`src/rtl/fsg_pkg.sv`:
```
package fsg_pkg;
    typedef enum logic [1:0] {
        OP_NONE  = 2'd0,
        OP_PROG  = 2'd1,
        OP_ERASE = 2'd2
    } op_e;

    typedef enum logic [2:0] {
        SQ_IDLE,
        SQ_K1,
        SQ_K2,
        SQ_PGM,
        SQ_E1,
        SQ_E2,
        SQ_E3
    } seq_e;

    localparam logic [7:0] CODE_KEY_A   = 8'hAA;
    localparam logic [7:0] CODE_KEY_B   = 8'h55;
    localparam logic [7:0] CODE_PGM     = 8'hA0;
    localparam logic [7:0] CODE_ERS_ARM = 8'h80;
    localparam logic [7:0] CODE_SECT    = 8'h30;
    localparam logic [7:0] CODE_CHIP    = 8'h10;
    localparam logic [7:0] CODE_ABORT   = 8'hF0;

    localparam int BIT_POLL = 7;
    localparam int BIT_TGL  = 6;
    localparam int BIT_TMO  = 5;
    localparam int BIT_STGL = 2;
endpackage

```
`src/rtl/fsg_cmd_seq.sv`:
```
module fsg_cmd_seq
    import fsg_pkg::*;
#(
    parameter int DATA_W = 8
) (
    input  logic              clk,
    input  logic              rst_n,
    input  logic              enable,
    input  logic              wr_en,
    input  logic [DATA_W-1:0] wdata,
    output logic              go_prog,
    output logic              go_erase,
    output logic              go_chip
);
    typedef struct packed {
        seq_e step;
    } seq_st_t;

    seq_st_t s_d, s_q;
    logic [7:0] code;

    assign code = wdata[7:0];

    always_comb begin
        s_d      = s_q;
        go_prog  = 1'b0;
        go_erase = 1'b0;
        go_chip  = 1'b0;
        if (!enable) begin
            s_d.step = SQ_IDLE;
        end else if (wr_en) begin
            s_d.step = SQ_IDLE;
            unique case (s_q.step)
                SQ_IDLE: if (code == CODE_KEY_A) s_d.step = SQ_K1;
                SQ_K1:   if (code == CODE_KEY_B) s_d.step = SQ_K2;
                SQ_K2: begin
                    if (code == CODE_PGM)          s_d.step = SQ_PGM;
                    else if (code == CODE_ERS_ARM) s_d.step = SQ_E1;
                end
                SQ_PGM:  go_prog = 1'b1;
                SQ_E1:   if (code == CODE_KEY_A) s_d.step = SQ_E2;
                SQ_E2:   if (code == CODE_KEY_B) s_d.step = SQ_E3;
                SQ_E3: begin
                    if (code == CODE_SECT) begin
                        go_erase = 1'b1;
                    end else if (code == CODE_CHIP) begin
                        go_erase = 1'b1;
                        go_chip  = 1'b1;
                    end
                end
                default: s_d.step = SQ_IDLE;
            endcase
        end
    end

    always_ff @(posedge clk or negedge rst_n) begin
        if (!rst_n) s_q.step <= SQ_IDLE;
        else        s_q <= s_d;
    end
endmodule

```
`src/rtl/fsg_array.sv`:
```
module fsg_array #(
    parameter int ADDR_W = 8,
    parameter int DATA_W = 8,
    parameter int SECT_W = 3,
    localparam int NUM_SECT = 1 << SECT_W
) (
    input  logic                clk,
    input  logic                rst_n,
    input  logic                pgm_en,
    input  logic [ADDR_W-1:0]   pgm_addr,
    input  logic [DATA_W-1:0]   pgm_data,
    input  logic                ers_en,
    input  logic [NUM_SECT-1:0] ers_mask,
    input  logic [ADDR_W-1:0]   rd_addr,
    output logic [DATA_W-1:0]   rd_data
);
    localparam int DEPTH  = 1 << ADDR_W;
    localparam int SHIFT  = ADDR_W - SECT_W;
    localparam int SPAN   = 1 << SHIFT;

    logic [DATA_W-1:0] cells [DEPTH];

    for (genvar g = 0; g < DEPTH; g++) begin : g_cell
        localparam int SI = g / SPAN;
        logic [DATA_W-1:0] cell_d, cell_q;

        always_comb begin
            cell_d = cell_q;
            if (ers_en && ers_mask[SI])
                cell_d = '1;
            else if (pgm_en && (pgm_addr == ADDR_W'(g)))
                cell_d = cell_q & pgm_data;
        end

        always_ff @(posedge clk or negedge rst_n) begin
            if (!rst_n) cell_q <= '1;
            else        cell_q <= cell_d;
        end

        assign cells[g] = cell_q;
    end

    assign rd_data = cells[rd_addr];
endmodule

```
`src/rtl/fsg_top.sv`:
```
module fsg_top
    import fsg_pkg::*;
#(
    parameter int ADDR_W         = 8,
    parameter int DATA_W         = 8,
    parameter int SECT_W         = 3,
    parameter int PROG_CYC       = 16,
    parameter int ERASE_CYC      = 64,
    parameter int PROT_PROG_CYC  = 6,
    parameter int PROT_ERASE_CYC = 24,
    parameter int TMO_CYC        = 48
) (
    input  logic                     clk,
    input  logic                     rst_n,
    input  logic                     wr_en,
    input  logic                     rd_en,
    input  logic [ADDR_W-1:0]        addr,
    input  logic [DATA_W-1:0]        wdata,
    input  logic [(1<<SECT_W)-1:0]   sect_prot,
    input  logic                     susp_req,
    output logic [DATA_W-1:0]        rdata
);
    localparam int NUM_SECT = 1 << SECT_W;
    localparam int MAX_A    = (PROG_CYC > ERASE_CYC) ? PROG_CYC : ERASE_CYC;
    localparam int MAX_B    = (PROT_PROG_CYC > PROT_ERASE_CYC) ? PROT_PROG_CYC : PROT_ERASE_CYC;
    localparam int MAX_C    = (MAX_A > MAX_B) ? MAX_A : MAX_B;
    localparam int MAXC     = (MAX_C > TMO_CYC) ? MAX_C : TMO_CYC;
    localparam int TMR_W    = $clog2(MAXC + 1);

    typedef struct packed {
        op_e                 op;
        logic                prot;
        logic                doom;
        logic                tmo;
        logic [TMR_W-1:0]    tmr;
        logic [ADDR_W-1:0]   paddr;
        logic [DATA_W-1:0]   pdata;
        logic [NUM_SECT-1:0] emask;
        logic [1:0]          banks;
        logic                t6;
        logic                t2;
        logic [DATA_W-1:0]   rdata;
    } st_t;

    st_t s_d, s_q;

    logic                go_prog, go_erase, go_chip;
    logic                busy, susp_act, stat_hit, sect_tgl;
    logic                pgm_en, ers_en;
    logic [DATA_W-1:0]   arr_rd, stat;
    logic [SECT_W-1:0]   sect_rd;
    logic                bank_rd;
    logic [TMR_W-1:0]    limit_m1;
    logic [NUM_SECT-1:0] sel_mask, eff_mask;
    op_e                 op_q;
    logic                tmo_q;
    logic [TMR_W-1:0]    tmr_q;

    assign sect_rd  = addr[ADDR_W-1 -: SECT_W];
    assign bank_rd  = addr[ADDR_W-1];
    assign busy     = (s_q.op != OP_NONE);
    assign susp_act = (s_q.op == OP_ERASE) && !s_q.prot && susp_req;
    assign sect_tgl = (s_q.op == OP_ERASE) && s_q.emask[sect_rd];
    assign stat_hit = busy && s_q.banks[bank_rd] && (!susp_act || s_q.emask[sect_rd]);
    assign op_q     = s_q.op;
    assign tmo_q    = s_q.tmo;
    assign tmr_q    = s_q.tmr;
    assign rdata    = s_q.rdata;

    fsg_cmd_seq #(.DATA_W(DATA_W)) u_seq (
        .clk      (clk),
        .rst_n    (rst_n),
        .enable   (!busy),
        .wr_en    (wr_en),
        .wdata    (wdata),
        .go_prog  (go_prog),
        .go_erase (go_erase),
        .go_chip  (go_chip)
    );

    fsg_array #(.ADDR_W(ADDR_W), .DATA_W(DATA_W), .SECT_W(SECT_W)) u_arr (
        .clk      (clk),
        .rst_n    (rst_n),
        .pgm_en   (pgm_en),
        .pgm_addr (s_q.paddr),
        .pgm_data (s_q.pdata),
        .ers_en   (ers_en),
        .ers_mask (s_q.emask & ~sect_prot),
        .rd_addr  (addr),
        .rd_data  (arr_rd)
    );

    // Length of the running job, minus one
    always_comb begin
        if (s_q.op == OP_PROG)
            limit_m1 = s_q.prot ? TMR_W'(PROT_PROG_CYC - 1) : TMR_W'(PROG_CYC - 1);
        else
            limit_m1 = s_q.prot ? TMR_W'(PROT_ERASE_CYC - 1) : TMR_W'(ERASE_CYC - 1);
    end

    // Status byte presented on a read of the busy bank
    always_comb begin
        stat           = '0;
        stat[BIT_POLL] = susp_act ? 1'b1 : ((s_q.op == OP_PROG) ? ~s_q.pdata[7] : 1'b0);
        stat[BIT_TGL]  = s_q.t6;
        stat[BIT_TMO]  = s_q.tmo;
        stat[BIT_STGL] = sect_tgl ? s_q.t2 : 1'b1;
    end

    assign sel_mask = go_chip ? {NUM_SECT{1'b1}} : (NUM_SECT'(1) << sect_rd);
    assign eff_mask = sel_mask & ~sect_prot;

    always_comb begin
        s_d    = s_q;
        pgm_en = 1'b0;
        ers_en = 1'b0;

        // Job timer
        if (busy && !susp_act && !s_q.tmo) begin
            if (s_q.doom) begin
                if (s_q.tmr == TMR_W'(TMO_CYC - 1)) s_d.tmo = 1'b1;
                else                                s_d.tmr = s_q.tmr + 1'b1;
            end else if (s_q.tmr == limit_m1) begin
                pgm_en  = (s_q.op == OP_PROG)  && !s_q.prot;
                ers_en  = (s_q.op == OP_ERASE) && !s_q.prot;
                s_d.op    = OP_NONE;
                s_d.tmr   = '0;
                s_d.banks = '0;
                s_d.emask = '0;
                s_d.prot  = 1'b0;
            end else begin
                s_d.tmr = s_q.tmr + 1'b1;
            end
        end

        // Leaving a timed-out program
        if (s_q.tmo && wr_en && (wdata[7:0] == CODE_ABORT)) begin
            s_d.op    = OP_NONE;
            s_d.tmo   = 1'b0;
            s_d.doom  = 1'b0;
            s_d.tmr   = '0;
            s_d.banks = '0;
        end

        // Launch
        if (go_prog) begin
            s_d.op    = OP_PROG;
            s_d.paddr = addr;
            s_d.pdata = wdata;
            s_d.prot  = sect_prot[sect_rd];
            s_d.doom  = !sect_prot[sect_rd] && (|(~arr_rd & wdata));
            s_d.tmo   = 1'b0;
            s_d.tmr   = '0;
            s_d.emask = '0;
            s_d.banks = 2'b01 << bank_rd;
            s_d.t6    = 1'b0;
            s_d.t2    = 1'b0;
        end else if (go_erase) begin
            s_d.op    = OP_ERASE;
            s_d.prot  = (eff_mask == '0);
            s_d.doom  = 1'b0;
            s_d.tmo   = 1'b0;
            s_d.tmr   = '0;
            s_d.emask = sel_mask;
            s_d.banks = go_chip ? 2'b11 : (2'b01 << bank_rd);
            s_d.t6    = 1'b0;
            s_d.t2    = 1'b0;
        end

        // Read path
        if (rd_en) begin
            if (stat_hit) begin
                s_d.rdata = stat;
                if (!susp_act) s_d.t6 = ~s_q.t6;
                if (sect_tgl)  s_d.t2 = ~s_q.t2;
            end else begin
                s_d.rdata = arr_rd;
            end
        end
    end

    always_ff @(posedge clk or negedge rst_n) begin
        if (!rst_n) begin
            s_q       <= '0;
            s_q.op    <= OP_NONE;
        end else begin
            s_q <= s_d;
        end
    end
endmodule

```
`config.mk`:
```
export PLATFORM = sky130hd
export DESIGN_NAME = fsg_top
export DESIGN_NICKNAME = d
export VERILOG_FILES = /design/src/rtl/fsg_pkg.sv /design/src/rtl/fsg_cmd_seq.sv /design/src/rtl/fsg_array.sv /design/src/rtl/fsg_top.sv
export SDC_FILE = /design/constraint.sdc
export NUM_CORES = 2
export LEC_CHECK = 0
export BUFFER_PORTS_ARGS = -buffer_cell sky130_fd_sc_hd__buf_2
export CAP_MARGIN = 20
export CORE_MARGIN = 4
export CORE_UTILIZATION = 40
export CTS_CLUSTER_SIZE = 10
export DETAILED_ROUTE_END_ITERATION = 6
export GPL_ROUTABILITY_DRIVEN = 0
export SYNTH_ARGS = -nofsm -noshare
export SYNTH_HDL_FRONTEND = slang
export SYNTH_SLANG_ARGS = --single-unit
```
`constraint.sdc`:
```
create_clock -name clk -period 2.86 [get_ports clk]
set_clock_uncertainty 0.1 [all_clocks]
set_input_delay 0.143 -clock clk [delete_from_list [all_inputs] [get_ports clk]]
set_output_delay 0.143 -clock clk [all_outputs]
set_load 0.03 [all_outputs]
```
======== After elaboration in Yosys (flattened, before gate mapping) ========
Cells that the tools add are included.
W data, S select, Z words.
storage, ports and cells
  register bits after elaboration ......... 2,099
  bits of input ports ..................... 29
  output and inout port bits .............. 8
  word-level logic and storage cells ...... 1,948
cells by class
  add/subtract/negate cells ............... 1
  order comparisons ....................... 3
  equality and inequality tests ........... 275
  shifts and indexed selects .............. 2
  muxes and demuxes ....................... 580
  bitwise operators ....................... 265
  reduce and logical (&&, ||, !) cells .... 553
operators with widths
  kind                  number
  $mux W8               517
  $and A8 B8 Y8         259
  $eq A8 B8 Y1 const B  132
  $eq A8 B7 Y1 const B  65
  $reduce_bool A2 Y1    258
  $logic_and A1 B1 Y1   275
  $eq A8 B6 Y1 const B  33
  $eq A8 B5 Y1 const B  17
  $bmux W8 S8           1
  $eq A8 B4 Y1 const B  8
  $mux W12              4
  $mux W10              4
  $eq A8 B3 Y1 const B  4
  $mux W1               30
  $mux W3               9
  $mux W7               3
  $eq A8 B2 Y1 const B  2
  $logic_not A8 Y1      2
  $not A8 Y8            2
  $reduce_bool A4 Y1    4
  $pmux W3 S5           1
  $mux W6               2
  $mux W2               5
  $eq A3 B3 Y1 const B  3
  28 further kinds      39

======== Longest topological paths before layout ========
  word-level depth ........................ 13
  mapped depth ............................ 14
  depth with buffers taken out ............ 9

======== Hierarchy ========
A second synthesis with hierarchy kept.
unflattened totals
  cells, all modules ...................... 8,640
  area, all modules ....................... 94,912.3 um^2
modules (own cells, without submodules)
  module       times used  cells an instance  area an instance (um^2)  seq. area each (um^2)
  fsg_array    1           8,329              91,953.2                 53,811.6
  fsg_top      1           277                2,672.6                  1,201.2
  fsg_cmd_seq  1           34                 286.5                    75.1

======== Worst setup path after synthesis ========
Ideal clock, no wire load.
  path kind ............................... register to register
  start ................................... register u_arr.g_cell[141].cell_q[2]
  end ..................................... register s_q (netlist bit rdata[2])
  setup time .............................. 125 ps
  data arrival time ....................... 2,548 ps
  data required time ...................... 2,635 ps
  slack ................................... 87 ps
  cell stages (with the launch flop) ...... 9
  path buffers ............................ 0
  period minus slack after synthesis ...... 2,773 ps
  path through ............................ dfstp_2 -> mux4_1 -> mux4_2 -> and2_0 -> or4_1 -> nor4_1 -> a21o_1 -> a21oi_1 -> mux2_4
on the way
  cells in the longest elaborated chain, start to end .. 4
ends and longest elaborated chain
  what                                        line             RTL
  start: declaration                          fsg_array.sv:25  logic [DATA_W-1:0] cell_d, cell_q;
  start signal: assignment                    fsg_array.sv:37  else cell_q <= cell_d;
  $bmux W8 S8                                 fsg_array.sv:43  assign rd_data = cells[rd_addr];
  $mux W8 (implied by the code) (2 in a row)  fsg_array.sv:43
  $mux W8                                     fsg_top.sv:172   if (stat_hit) begin
  end: declaration                            fsg_top.sv:45    st_t s_d, s_q;
No other way between the ends. The select of a mux whose other input is x is not followed.
A chain may end at the register's enable or synchronous reset.

======== Worst setup path after layout ========
  start ................................... register u_arr.g_cell[139].cell_q[2]
  end ..................................... register s_q (netlist bit rdata[2])
on the way
  cells in the longest elaborated chain, start to end .. 4
ends and longest elaborated chain
  what                                        line
  start: declaration                          fsg_array.sv:25
  start signal: assignment                    fsg_array.sv:37
  $bmux W8 S8                                 fsg_array.sv:43
  $mux W8 (implied by the code) (2 in a row)  fsg_array.sv:43
  $mux W8                                     fsg_top.sv:172
No other way between the ends. The select of a mux whose other input is x is not followed.

==> flow_metrics.py <==
metrics = {
    "sta": {
        "rsz0062_at_grt": "true",
        "finalSetupViolations": 23,
        "fin_ws_ps": -238.9,
        "max_freq_mhz": 322.7,
        "hold_viol_final": 0,
        "period_needed_ps": 3099,
        "tightest_slew_ps": 1137,
        "holdWs_ps": 94.77,
        "finalCritPeriodShare_pct": 108.4,
        "max_slew_margin_pct": 24.18,
        "drv_slew": 0,
    },
    "floorplanning": {
        "dieArea_sq_um": 246300,
        "die_w_um": 496.3,
        "ios": 37,
        "coreArea_sq_um": 236300,
        "die_h_um": 496.3,
        "initial_utilization_pct": 40.36,
        "core.rowCount": 178,
    },
    "global_route": {
        "grt_pass1_wl_um": 507900,
        "track_usage_pct": 27.51,
        "overflow": 0,
        "grt_pass1_vias": 73851,
        "antenna_found_initial": 38,
        "grt_start_max_net_pins": 162,
    },
    "critical_path": {
        "crit_path_top_delay_cell": "or4_4",
        "worstSetupPathType": "reg -> reg",
        "path_max_fanout": 2,
        "setup.worst_path.start_class": "register",
        "required_ps": 3540,
        "crit_arrival_ps": 3780,
        "crit_chain": "mux4_2 -> mux4_2 -> and2_4 -> or4_4 -> nor4_4 -> buf_4 -> a21o_4 -> a21oi_2 -> mux2_4",
        "end_kind": "register",
        "slowest_delay_ps": 550,
        "cpMostUsedCell": "mux4_2",
    },
    "clock_network": {
        "cts_sinks": 2099,
        "clk_latency_ps": 900,
        "clockBufferDepth": 3,
        "cts-htree-levels": 4,
        "numCtsBuffers": 231,
        "clkTransAtPathRegs_ps": 60,
        "root_buffer": "clkbuf_16",
        "cts_tree": "built",
    },
    "outcome": {
        "violations": "setup timing",
        "status": "finished, violations left",
    },
    "route": {
        "vias": 75195,
        "drc_errors": 0,
        "wl_per_cell_um": 28.61,
        "postRouteAntennaNets": 0,
        "vias_per_cell": 6.138,
        "dr.pass1.iters": 7,
        "drt-total-wl_um": 350500,
        "drt_iter0_markers": 10262,
    },
    "logic_synthesis": {
        "synthXorXnorAreaFrac_pct": 0.05510,
        "synth_top_family_by_area": "compound AO/OA/AOI/OAI gates",
        "synth_compound_area_share_pct": 13.45,
        "syn_inst": 8828,
        "synth_nets": 8858,
        "synth_seq_area_share_pct": 57.76,
        "async_flop_share_pct": 100.0,
        "synth.avg_cell_area_sq_um": 10.80,
        "synthFlopType": "dfstp_2",
        "synth_area_sq_um": 95380,
        "synthAdderAreaFrac_pct": 0.01312,
        "synth-edff-count": 0,
        "synthSimpleGateAreaFrac_pct": 11.56,
        "synth-seq-cells": 2099,
        "synthMuxAreaShare_pct": 13.04,
        "ys_types": 74,
        "synth_warnings": 0,
    },
    "layout": {
        "syn2layout_area_growth_pct": 16.97,
        "multi_input_area_sq_um": 36810,
        "drive_gt1_share_pct": 42.90,
        "mostFrequentLayoutCell": "nand2_1",
        "nets": 9050,
        "final_cell_mix": "2175 x nand2_1, 2048 x dfstp_2, 1913 x o21ai_0",
        "seq_area_sq_um": 55090,
        "n_fill_cell": 21149,
    },
    "power_and_ir_drop": {
        "combinationalPowerShare_pct": 7.3,
        "ir_drop_mv": 0.6728,
        "pwr-share-clk_pct": 43.3,
        "p_sw_share_pct": 24.79,
        "finalPower_uw": 61880,
        "p_leak_uw": 0.03978,
        "power.internal_uw": 46540,
        "p_seq_share_pct": 49.4,
        "p_sw_uw": 15340,
        "powerDensity_nw_per_um2": 554.7,
    },
    "placement": {
        "portBuffers": 36,
        "hpwl_um": 216600,
    },
    "min_path": {
        "hold_path.class": "in -> reg",
    },
    "job": {
        "maxCapViolCount": 0,
    },
}
power groups by stage:
| stage | clock network, uW | registers (uW) | logic (uW) |
|---|---|---|---|
| 6_report | 26800 | 30600 | 4520 |
| 5_1_grt | 28300 | 30600 | 4750 |
| 4_1_cts | 27100 | 30500 | 4450 |
| 3_5_place_dp | 0 | 30900 | 4380 |
| 3_3_place_gp | 0 | 30900 | 4320 |
| 2_1_floorplan | 0 | 30800 | 1850 |
cell families (layout without fill, tap and decap cells):
kind of cell / after synthesis / after routing
multiplexers: 693 / 693
XOR/XNOR: 6 / 6
AO/OA/AOI/OAI: 2408 / 2408
flip-flops: 2099 / 2099
adder cells (fa/ha/maj): 1 / 1
AND/OR/NAND/NOR: 2669 / 2672
buffers and inverters: 952 / 1203
other: 0 / 18
final timing paths:
path / startpoint / to / slack [ps] / cells past startpoint
setup / recovery: u_arr.g_cell[139].cell_q[2] / rdata[2] / -240 / 9
hold / removal: addr[0] / s_q[28] / 90 / 4
setup reg to reg: u_arr.g_cell[139].cell_q[2] / rdata[2] / -240 / 9
hold reg to reg: u_arr.g_cell[211].cell_q[5] / u_arr.g_cell[211].cell_q[5] / 360 / 2
max in group asynchronous: rst_n / u_arr.g_cell[201].cell_q[2] / 1680 / 4
min in group asynchronous: rst_n / u_arr.g_cell[251].cell_q[4] / 100 / 2
layer usage:
metal	vias up	part of all wire, %	track usage [%]
li1	30890	-	-
met1	38883	39	38.03
met2	4510	44	41.65
met3	904	11	5.290
met4	8	5.9	13.59
met5	-	0.012	0
critical path, delay by kind of cell (launching register included):
family / cells / cell delay (ps)
AOI/OAI and AO/OA: 2 / 190
buffers and inverters: 1 / 180
and+or+nand+nor: 3 / 920
muxes: 3 / 1230
DFF: 1 / 370
through the flow:
stage / setup WS (ps) / TNS (ps) / std cells / area (sq um) / utilization (%)
after floorplan: 86.65 / 0 / 8828 / 95380 / -
final: -238.9 / -642.4 / 12250 / 111600 / 47.21
after global routing: -259.9 / -4027 / 12237 / 111500 / 47.20
after detailed placement: -1438 / -6607 / 11877 / 104000 / 44.02
after CTS: -244.9 / -398.3 / 12197 / 110700 / 46.86
after global placement: -1482 / -7804 / 11876 / 104000 / 44.01
cell usage after synthesis (all sizes together) (7+ instances only):
cell | n | area [sq um]
mux2 | 73 | 825.8
and3 | 12 | 75.07
a221oi | 13 | 113.9
and2 | 10 | 62.56
a211oi | 10 | 75.07
a31oi | 15 | 93.84
nand2 | 2181 | 8187
mux4 | 432 | 9733
a311oi | 7 | 61.31
nand4 | 27 | 168.9
nor4 | 21 | 131.4
nand2b | 24 | 150.1
o21ai | 2085 | 10440
dfrtp | 51 | 1276
nand3 | 86 | 430.4
o2111ai | 9 | 78.83
buf | 288 | 1441
a21o | 7 | 52.55
a2111oi | 15 | 131.4
o22ai | 37 | 231.5
nor3 | 30 | 150.1
nand3b | 8 | 60.06
o211ai | 8 | 60.06
o221ai | 9 | 78.83
a22o | 20 | 175.2
nor2 | 65 | 244.0
dfstp | 2048 | 53810
clkbuf | 646 | 2425
inv | 18 | 67.57
a22oi | 88 | 660.6
mux2i | 188 | 1882
nor2b | 35 | 219.0
o32ai | 7 | 61.31
a21oi | 49 | 245.2
or2 | 134 | 838.3
or3 | 7 | 43.79
layout make-up:
type                            count  share of cell area (%)
Timing Repair Buffer              890                   8.276
Clock buffer                      280                   5.428
Multi-Input combinational cell   5780                   33.00
Clock inverter                     15                  0.2793
Inverter                           18                 0.06169
Antenna cell                       18                 0.04038
Sequential cell                  2099                   49.39
Tap cell                         3150                   3.533
state kept, by name, indices dropped and copies added (netlist names):
| signal | cells |
|---|---|
| u_arr.g_cell.cell_q | 2048 |
| s_q | 30 |
| rdata | 8 |
| tmr_q | 7 |
| u_seq.s_q | 3 |
| op_q | 2 |
| tmo_q | 1 |
repair_timing:
| action | in CTS | in global routing |
|---|---|---|
| buffers inserted | 0 | 15 |
| gates resized for setup | 21 | 231 |
| setup endpoints to repair | 13 | 1552 |
| cloned | 0 | 20 |
| endpoints found under the hold margin | 1601 | 0 |
| hold buffers | 25 | 0 |
| pin swaps | 8 | 14 |
No activity file was read; power rests on OpenSTA's default activity.
